===== config.mk =====
export PLATFORM = sky130hd
export DESIGN_NAME = tmr_irq_router
export DESIGN_NICKNAME = d
export VERILOG_FILES = /design/src/rtl/irqd_pkg.sv /design/src/rtl/irqd_cfg_bank.sv /design/src/rtl/irqd_decode.sv /design/src/rtl/irqd_status.sv /design/src/rtl/irqd_lines.sv /design/src/rtl/irqd_msg_arb.sv /design/src/rtl/tmr_irq_router.sv
export SDC_FILE = /design/constraint.sdc
export NUM_CORES = 1
export LEC_CHECK = 0
export BUFFER_PORTS_ARGS = -buffer_cell sky130_fd_sc_hd__buf_2
export CAP_MARGIN = 0
export CORE_MARGIN = 4
export CORE_UTILIZATION = 40
export DETAILED_ROUTE_END_ITERATION = 6
export PLACE_DENSITY = 0.64
export REMOVE_ABC_BUFFERS = 1
export SYNTH_ARGS = -nofsm -noshare
export SYNTH_HDL_FRONTEND = slang
export SYNTH_SLANG_ARGS = --single-unit

===== constraint.sdc =====
create_clock -name clk -period 7.9 [get_ports clk]
set_input_delay 0.79 -clock clk [delete_from_list [all_inputs] [get_ports clk]]
set_output_delay 0.79 -clock clk [all_outputs]
set_load 0.02 [all_outputs]

===== src/rtl/irqd_pkg.sv =====
package irqd_pkg;
  localparam int LVL_BIT    = 1;
  localparam int EN_BIT     = 2;
  localparam int ROUTE_LO   = 9;
  localparam int ROUTE_W    = 5;
  localparam int MSGEN_BIT  = 14;
  localparam int MSGCAP_BIT = 15;
  localparam int ALLOW_LO   = 32;
  localparam int NLINES     = 1 << ROUTE_W;

  typedef struct packed {
    logic               lvl;
    logic               en;
    logic [ROUTE_W-1:0] route;
    logic               msgen;
  } chan_cfg_t;
endpackage


===== src/rtl/irqd_cfg_bank.sv =====
module irqd_cfg_bank
  import irqd_pkg::*;
#(
  parameter int              NCH     = 8,
  parameter int              IDXW    = 3,
  parameter logic [NLINES-1:0] ALLOWED = 32'hFF00_0000,
  parameter logic [NCH-1:0]  MSG_CAP = '1
) (
  input  logic             clk,
  input  logic             rst_n,
  input  logic             we,
  input  logic [IDXW-1:0]  idx,
  input  logic [63:0]      wdata,
  input  logic [IDXW-1:0]  ridx,
  output logic [63:0]      rdata,
  output chan_cfg_t        cfg_q  [NCH],
  output chan_cfg_t        cfg_nx [NCH],
  output logic [NCH-1:0]   drop
);
  logic [ROUTE_W-1:0] req_route;
  logic               route_ok;
  chan_cfg_t          wr_cfg;

  always_comb begin
    req_route    = wdata[ROUTE_LO +: ROUTE_W];
    route_ok     = (req_route == '0) || ALLOWED[req_route];
    wr_cfg.lvl   = wdata[LVL_BIT];
    wr_cfg.en    = wdata[EN_BIT];
    wr_cfg.msgen = wdata[MSGEN_BIT];
    wr_cfg.route = route_ok ? req_route : '0;
  end

  for (genvar c = 0; c < NCH; c++) begin : g_ch
    logic hit;
    assign hit = we && (idx == IDXW'(c));

    always_comb begin
      cfg_nx[c] = hit ? wr_cfg : cfg_q[c];
      drop[c]   = hit && (!wr_cfg.en || (wr_cfg.msgen && MSG_CAP[c]) ||
                          !wr_cfg.lvl || (wr_cfg.route != cfg_q[c].route));
    end

    always_ff @(posedge clk) begin
      if (!rst_n) cfg_q[c] <= '0;
      else        cfg_q[c] <= cfg_nx[c];
    end
  end

  always_comb begin
    rdata = '0;
    rdata[ALLOW_LO +: NLINES] = ALLOWED;
    for (int c = 0; c < NCH; c++) begin
      if (ridx == IDXW'(c)) begin
        rdata[LVL_BIT]              = cfg_q[c].lvl;
        rdata[EN_BIT]               = cfg_q[c].en;
        rdata[ROUTE_LO +: ROUTE_W]  = cfg_q[c].route;
        rdata[MSGEN_BIT]            = cfg_q[c].msgen;
        rdata[MSGCAP_BIT]           = MSG_CAP[c];
      end
    end
  end
endmodule


===== src/rtl/irqd_decode.sv =====
module irqd_decode
  import irqd_pkg::*;
#(
  parameter int             NCH     = 8,
  parameter logic [NCH-1:0] MSG_CAP = '1
) (
  input  logic [NCH-1:0] expire,
  input  chan_cfg_t      cfg    [NCH],
  input  logic [NCH-1:0] sts_q,
  output logic [NCH-1:0] lvl_set,
  output logic [NCH-1:0] pulse,
  output logic [NCH-1:0] msg_req
);
  for (genvar c = 0; c < NCH; c++) begin : g_ch
    logic live, to_msg, to_line;
    always_comb begin
      live       = expire[c] && cfg[c].en && !sts_q[c];
      to_msg     = live && cfg[c].msgen && MSG_CAP[c];
      to_line    = live && !to_msg && (cfg[c].route != '0);
      msg_req[c] = to_msg;
      pulse[c]   = to_line && !cfg[c].lvl;
      lvl_set[c] = to_line && cfg[c].lvl;
    end
  end
endmodule


===== src/rtl/irqd_status.sv =====
module irqd_status #(
  parameter int NCH = 8
) (
  input  logic           clk,
  input  logic           rst_n,
  input  logic [NCH-1:0] drop,
  input  logic           clr_we,
  input  logic [NCH-1:0] clr,
  input  logic [NCH-1:0] set,
  output logic [NCH-1:0] sts_q,
  output logic [NCH-1:0] sts_nx
);
  logic [NCH-1:0] clr_eff;

  always_comb begin
    clr_eff = clr_we ? clr : '0;
    sts_nx  = (sts_q & ~drop & ~clr_eff) | set;
  end

  always_ff @(posedge clk) begin
    if (!rst_n) sts_q <= '0;
    else        sts_q <= sts_nx;
  end
endmodule


===== src/rtl/irqd_lines.sv =====
module irqd_lines
  import irqd_pkg::*;
#(
  parameter int NCH = 8
) (
  input  logic              clk,
  input  logic              rst_n,
  input  logic [NCH-1:0]    sts_nx,
  input  logic [NCH-1:0]    pulse,
  input  chan_cfg_t         cfg    [NCH],
  output logic [NLINES-1:0] line_q
);
  logic [NLINES-1:0] line_nx;

  always_comb begin
    line_nx = '0;
    for (int l = 1; l < NLINES; l++) begin
      for (int c = 0; c < NCH; c++) begin
        if ((sts_nx[c] || pulse[c]) && (cfg[c].route == ROUTE_W'(l)))
          line_nx[l] = 1'b1;
      end
    end
  end

  always_ff @(posedge clk) begin
    if (!rst_n) line_q <= '0;
    else        line_q <= line_nx;
  end
endmodule


===== src/rtl/irqd_msg_arb.sv =====
module irqd_msg_arb #(
  parameter int NCH  = 8,
  parameter int IDXW = 3
) (
  input  logic            clk,
  input  logic            rst_n,
  input  logic            mreg_we,
  input  logic [IDXW-1:0] mreg_idx,
  input  logic [63:0]     mreg_wdata,
  input  logic [NCH-1:0]  req,
  output logic            valid,
  input  logic            ready,
  output logic [31:0]     addr,
  output logic [31:0]     data
);
  logic [63:0]    mreg [NCH];
  logic [NCH-1:0] pend, grant;
  logic           slot_free;
  logic [63:0]    pick;

  assign slot_free = !valid || ready;

  always_comb begin
    grant = '0;
    pick  = '0;
    for (int c = NCH - 1; c >= 0; c--) begin
      if (pend[c]) begin
        grant = '0;
        grant[c] = 1'b1;
        pick  = mreg[c];
      end
    end
    if (!slot_free) grant = '0;
  end

  for (genvar c = 0; c < NCH; c++) begin : g_reg
    always_ff @(posedge clk) begin
      if (!rst_n) mreg[c] <= '0;
      else if (mreg_we && mreg_idx == IDXW'(c)) mreg[c] <= mreg_wdata;
    end
  end

  always_ff @(posedge clk) begin
    if (!rst_n) begin
      pend  <= '0;
      valid <= 1'b0;
      addr  <= '0;
      data  <= '0;
    end else begin
      pend <= (pend & ~grant) | req;
      if (slot_free) begin
        valid <= |pend;
        if (|pend) begin
          addr <= pick[63:32];
          data <= pick[31:0];
        end
      end
    end
  end
endmodule


===== src/rtl/tmr_irq_router.sv =====
module tmr_irq_router
  import irqd_pkg::*;
#(
  parameter int                NCH     = 8,
  parameter int                IDXW    = $clog2(NCH),
  parameter logic [NLINES-1:0] ALLOWED = 32'hFF00_0000,
  parameter logic [NCH-1:0]    MSG_CAP = 8'h7F
) (
  input  logic              clk,
  input  logic              rst_n,
  input  logic [NCH-1:0]    expire_i,
  input  logic              cfg_we_i,
  input  logic [IDXW-1:0]   cfg_idx_i,
  input  logic [63:0]       cfg_wdata_i,
  input  logic [IDXW-1:0]   cfg_ridx_i,
  output logic [63:0]       cfg_rdata_o,
  input  logic              mreg_we_i,
  input  logic [IDXW-1:0]   mreg_idx_i,
  input  logic [63:0]       mreg_wdata_i,
  input  logic              sts_clr_we_i,
  input  logic [NCH-1:0]    sts_clr_i,
  output logic [NCH-1:0]    sts_o,
  output logic [NLINES-1:0] line_o,
  output logic              msg_valid_o,
  input  logic              msg_ready_i,
  output logic [31:0]       msg_addr_o,
  output logic [31:0]       msg_data_o
);
  chan_cfg_t      cfg_q  [NCH];
  chan_cfg_t      cfg_nx [NCH];
  logic [NCH-1:0] drop, lvl_set, pulse, msg_req, sts_nx;

  irqd_cfg_bank #(.NCH(NCH), .IDXW(IDXW), .ALLOWED(ALLOWED), .MSG_CAP(MSG_CAP)) u_cfg (
    .clk(clk), .rst_n(rst_n), .we(cfg_we_i), .idx(cfg_idx_i), .wdata(cfg_wdata_i),
    .ridx(cfg_ridx_i), .rdata(cfg_rdata_o), .cfg_q(cfg_q), .cfg_nx(cfg_nx), .drop(drop)
  );

  irqd_decode #(.NCH(NCH), .MSG_CAP(MSG_CAP)) u_dec (
    .expire(expire_i), .cfg(cfg_nx), .sts_q(sts_o),
    .lvl_set(lvl_set), .pulse(pulse), .msg_req(msg_req)
  );

  irqd_status #(.NCH(NCH)) u_sts (
    .clk(clk), .rst_n(rst_n), .drop(drop), .clr_we(sts_clr_we_i), .clr(sts_clr_i),
    .set(lvl_set), .sts_q(sts_o), .sts_nx(sts_nx)
  );

  irqd_lines #(.NCH(NCH)) u_lines (
    .clk(clk), .rst_n(rst_n), .sts_nx(sts_nx), .pulse(pulse), .cfg(cfg_nx), .line_q(line_o)
  );

  irqd_msg_arb #(.NCH(NCH), .IDXW(IDXW)) u_msg (
    .clk(clk), .rst_n(rst_n), .mreg_we(mreg_we_i), .mreg_idx(mreg_idx_i),
    .mreg_wdata(mreg_wdata_i), .req(msg_req), .valid(msg_valid_o), .ready(msg_ready_i),
    .addr(msg_addr_o), .data(msg_data_o)
  );
endmodule


==> impl_table.tex <==
\begin{tabular}{lr}
\hline
Metric & Value \\
\hline
\multicolumn{2}{l}{\textbf{Place}} \\
\# placed instances & 4317 \\
Number of port buffers & 215 \\
RD Place Congestion & 0.956 \\
HPWL Detailed & 70600 um \\
\multicolumn{2}{l}{\textbf{Layout}} \\
Core utilization of the finished layout & 0.455 \\
Fill cell count & between 7k and 8k \\
Storage cell area & around 19000 sq um \\
Post-route insts no fill & 4467 \\
Layout overhead on the synthesized area & 13.2\% \\
Leading cell types in the layout, fill and taps excluded & sky130\_fd\_sc\_hd\_\_and2\_1, sky130\_fd\_sc\_hd\_\_edfxtp\_1, sky130\_fd\_sc\_hd\_\_a21oi\_1 \\
Final nets & 3476 \\
Layout cell share with drive strength beyond 1 & 0.133 \\
Leading cell type in the layout, fill and taps excluded & sky130\_fd\_sc\_hd\_\_and2\_1 \\
Multi-input gate area & 13600 sq um \\
\multicolumn{2}{l}{\textbf{Status}} \\
Run status & finished, final reports clean \\
\multicolumn{2}{l}{\textbf{Yosys}} \\
Simple-Gate Fraction of Synth Area & 0.212 \\
Synthesized-area fraction occupied by adder cells & 0 \\
Largest cells by area after synthesis & sky130\_fd\_sc\_hd\_\_edfxtp\_1, sky130\_fd\_sc\_hd\_\_dfxtp\_1, sky130\_fd\_sc\_hd\_\_and2\_1, sky130\_fd\_sc\_hd\_\_a21oi\_1, sky130\_fd\_sc\_hd\_\_a22oi\_1 \\
Netlist cell types & 88 \\
Area share of the leading cell type in the synthesized netlist & 0.457 \\
Largest area contributor in the synthesized netlist & sky130\_fd\_sc\_hd\_\_edfxtp\_1 \\
Xor/xnor cell area share of the yosys netlist & 0.00208 \\
Share of the synthesized area in compound gates (AO/OA/AOI/OAI) & 0.164 \\
Number of synthesized flops with an enable pin & 512 \\
Multiplexer area fraction after synthesis & 0.0133 \\
Synthesized flop and latch total & 688 \\
Seq/Total Area, Yosys & 0.562 \\
Total number of yosys warnings & 0 \\
Average cell area after synthesis & 10.4 sq um \\
Combinational family with the most area after synthesis & simple AND/OR/NAND/NOR gates \\
Most used DFF post-synth & sky130\_fd\_sc\_hd\_\_edfxtp\_1 \\
Share of synthesized registers carrying an async set or reset & 0 \\
Cell area after synthesis & 33600 sq um \\
Mapped Cells & 3231 \\
\multicolumn{2}{l}{\textbf{Global route}} \\
Wire length of the first global-routing pass & 166000 um \\
Pin count of the biggest net entering global routing & 83 \\
Number of antenna violations at the first check in global routing & 12 \\
Grt ovf & 0 \\
Number of global-route vias before repair & 25.2k \\
Overall fraction of global-route tracks in use & 0.245 \\
\multicolumn{2}{l}{\textbf{Floorplan}} \\
Die height & just under 300 um \\
Die X & just under 300 um \\
Area of the core region & 83600 sq um \\
Io pins & 328 \\
Die Footprint & 88800 sq um \\
Initial core utilization & 0.403 \\
Standard-cell row count & $\sim$110 \\
\multicolumn{2}{l}{\textbf{Drt}} \\
DRC Markers & 0 \\
Wire length reported by the detailed router & 113000 um \\
Wire length per cell & 25.3 um \\
Final antenna-violating net count & 0 \\
Iteration-0 DRC count of the detailed router & $\sim$2.6k \\
Via count & 26.1k \\
Vias per cell & 5.84 \\
Total iterations of the first detailed-routing run & 6 \\
\multicolumn{2}{l}{\textbf{Timing}} \\
Number of pins exceeding their max-slew limit in the final report & 0 \\
Final hold viol count & 0 \\
Final setup viols & 0 \\
Setup skew after layout & between 0.04 and 0.05 ns \\
Timing-limited maximum frequency & 0.281 GHz \\
Actual transition at the worst max-transition pin & 1.26 ns \\
Worst rel slew slack & 0.156 \\
Crit path time final & roughly 3.6 ns \\
Ratio of final minimum period to clock period & 0.451 \\
Unrepaired setup endpoints after global routing & no \\
\multicolumn{2}{l}{\textbf{Clock network}} \\
Setup Buffers After CTS & 0 \\
Quantity of hold-fixing buffers added after cts & 0 \\
Clock transition at the register clock pins on the worst setup and hold paths after CTS & 0.06 ns \\
Deepest clock path buffer count & 3 \\
CTS buffer count & 78 \\
Clk\_lat worst skew & 0.66 ns \\
Clk sinks & 688 \\
Number of gates given a new drive strength after cts & 0 \\
CTS tree & built \\
\# H-tree levels & 3 \\
Root buf cell & sky130\_fd\_sc\_hd\_\_clkbuf\_16 \\
\multicolumn{2}{l}{\textbf{Hold path}} \\
Hold Path Depth & 2 \\
Hold WC Path Type & reg -> reg \\
Endpoint of the worst hold-timing path & u\_msg.data[8]\$\_SDFFE\_PN0P\_ \\
Hold Crit Start & u\_msg.mreg[0][136]\$\_SDFFCE\_PN0P\_ \\
\multicolumn{2}{l}{\textbf{Critical path}} \\
Setup crit start kind & register \\
RR Startpoint & u\_msg.pend[6]\$\_SDFF\_PN0\_ \\
Crit path required time & $\sim$8.4 ns \\
Class of the most critical setup path & reg -> reg \\
Flop2flop setup slack & 4.34 ns \\
Worst reg-to-reg path cell count & 9 \\
Kind of end point of the critical path & register \\
Worst Path Arrival & 4.07 ns \\
Critical Path Fanout Max & 39 \\
Endpoint of the lowest-slack register-to-register path & u\_msg.data[18]\$\_SDFFE\_PN0P\_ \\
\multicolumn{2}{l}{\textbf{Power and ir drop}} \\
Highest ir drop seen on vdd & 0.167 mV \\
Static Leak & $\sim$13 nW \\
P per Cell Area & between 200 and 250 nW/um\^{}2 \\
Total Power & 8.18 mW \\
Power dissipated by switching net loads & 1.91 mW \\
Cell internal pwr & about 6.3 mW \\
Switching share of power & 0.233 \\
Portion of total power attributed to combinational logic & 0.049 \\
Clock share of power & 0.447 \\
Sequential share of power & 0.505 \\
\multicolumn{2}{l}{\textbf{Run}} \\
Maximum Capacitance Violations & 0 \\
\hline
\end{tabular}
-- cell usage after synthesis, drive strengths merged, types with 33 or more instances --
cell,n
a21oi,285
a221oi,71
a22oi,136
and2,517
buf,92
clkbuf,223
dfxtp,176
edfxtp,512
nand2,192
nand2b,33
nand3,37
nor2,253
nor2b,88
nor3,105
o21ai,120
-- power groups by stage --
stage               combinational (mW)  clock (mW)  sequential [mW]
floorplan                        0.177           0             4.22
global placement                 0.393           0             4.20
detailed placement               0.397           0             4.20
CTS                              0.397        3.72             4.13
global route                     0.426        3.86             4.14
finish                           0.397        3.66             4.13
-- worst max-delay path, cell delays in order (launching register included) --
cell and delay, ns:
sky130_fd_sc_hd__dfxtp_2 0.87, sky130_fd_sc_hd__buf_4 0.66, sky130_fd_sc_hd__nor2b_4 0.33, sky130_fd_sc_hd__buf_4 0.41, sky130_fd_sc_hd__a221oi_1 0.31, sky130_fd_sc_hd__nor3_1 0.09, sky130_fd_sc_hd__a21oi_1 0.17, sky130_fd_sc_hd__nor2_1 0.05
sky130_fd_sc_hd__a21oi_1 0.30, sky130_fd_sc_hd__o21ai_0 0.12
-- layout make-up --
| cell class | instances | area share |
|---|---|---|
| Antenna cell | 5 | 0.000329 |
| Clock buffer | 113 | 0.0574 |
| Clock inverter | 32 | 0.0112 |
| Inverter | 29 | 0.00286 |
| Multi-Input combinational cell | 2253 | 0.357 |
| Sequential cell | 688 | 0.497 |
| Tap cell | 1080 | 0.0355 |
| Timing Repair Buffer | 267 | 0.0386 |
-- flip-flops by register name (all words and copies together) (netlist names) --
signal,cells
u_lines.line_q,31
u_msg.data,32
u_msg.valid,1
u_msg.mreg,512
u_msg.addr,32
u_sts.sts_q,8
u_cfg.cfg_q,64
u_msg.pend,8
-- per-layer routing --
layer / track usage / vias up / share of wire
met5: 0 / - / 0.00042
met1: 0.312 / 12759 / 0.39
li1: - / 11877 / -
met2: 0.416 / 1195 / 0.49
met3: 0.0434 / 266 / 0.080
met4: 0.0982 / 8 / 0.040
-- kinds of logic after synthesis --
group,after synthesis
and+or+nand+nor,1327
AOI/OAI and AO/OA,832
DFF,688
buffers and inverters,344
muxes,30
xor gates and xnor gates,8
other,2
-- worst max path at each step --
stage / depth (start not counted) / slack [ns] / end / from
after floorplan: 4 / -2.90 / u_msg.addr[30]$_SDFFE_PN0P_ / u_msg.pend[3]$_SDFF_PN0_
after global placement: 8 / 3.90 / u_lines.line_q[17]$_SDFF_PN0_ / cfg_idx_i[0]
after detailed placement: 8 / 3.94 / u_lines.line_q[31]$_SDFF_PN0_ / cfg_idx_i[0]
after CTS: 9 / 4.40 / u_msg.data[8]$_SDFFE_PN0P_ / u_msg.pend[6]$_SDFF_PN0_
after global routing: 7 / 4.14 / u_msg.addr[0]$_SDFFE_PN0P_ / u_msg.pend[0]$_SDFF_PN0_
final: 9 / 4.34 / u_msg.data[18]$_SDFFE_PN0P_ / u_msg.pend[6]$_SDFF_PN0_
-- metrics by stage --
stage                     instance area [sq um]  setup slack, ns  hold slack (ns)  setup TNS [ns]
final                                     38100             4.34            0.454               0
after global routing                      38000             4.14            0.487               0
after CTS                                 38000             4.40            0.443               0
after detailed placement                  35400             3.94            0.450               0
after global placement                    35400             3.90            0.451               0
after floorplan                           32400            -2.90            0.425         -180.57
Power figures use the tool's default switching activity.
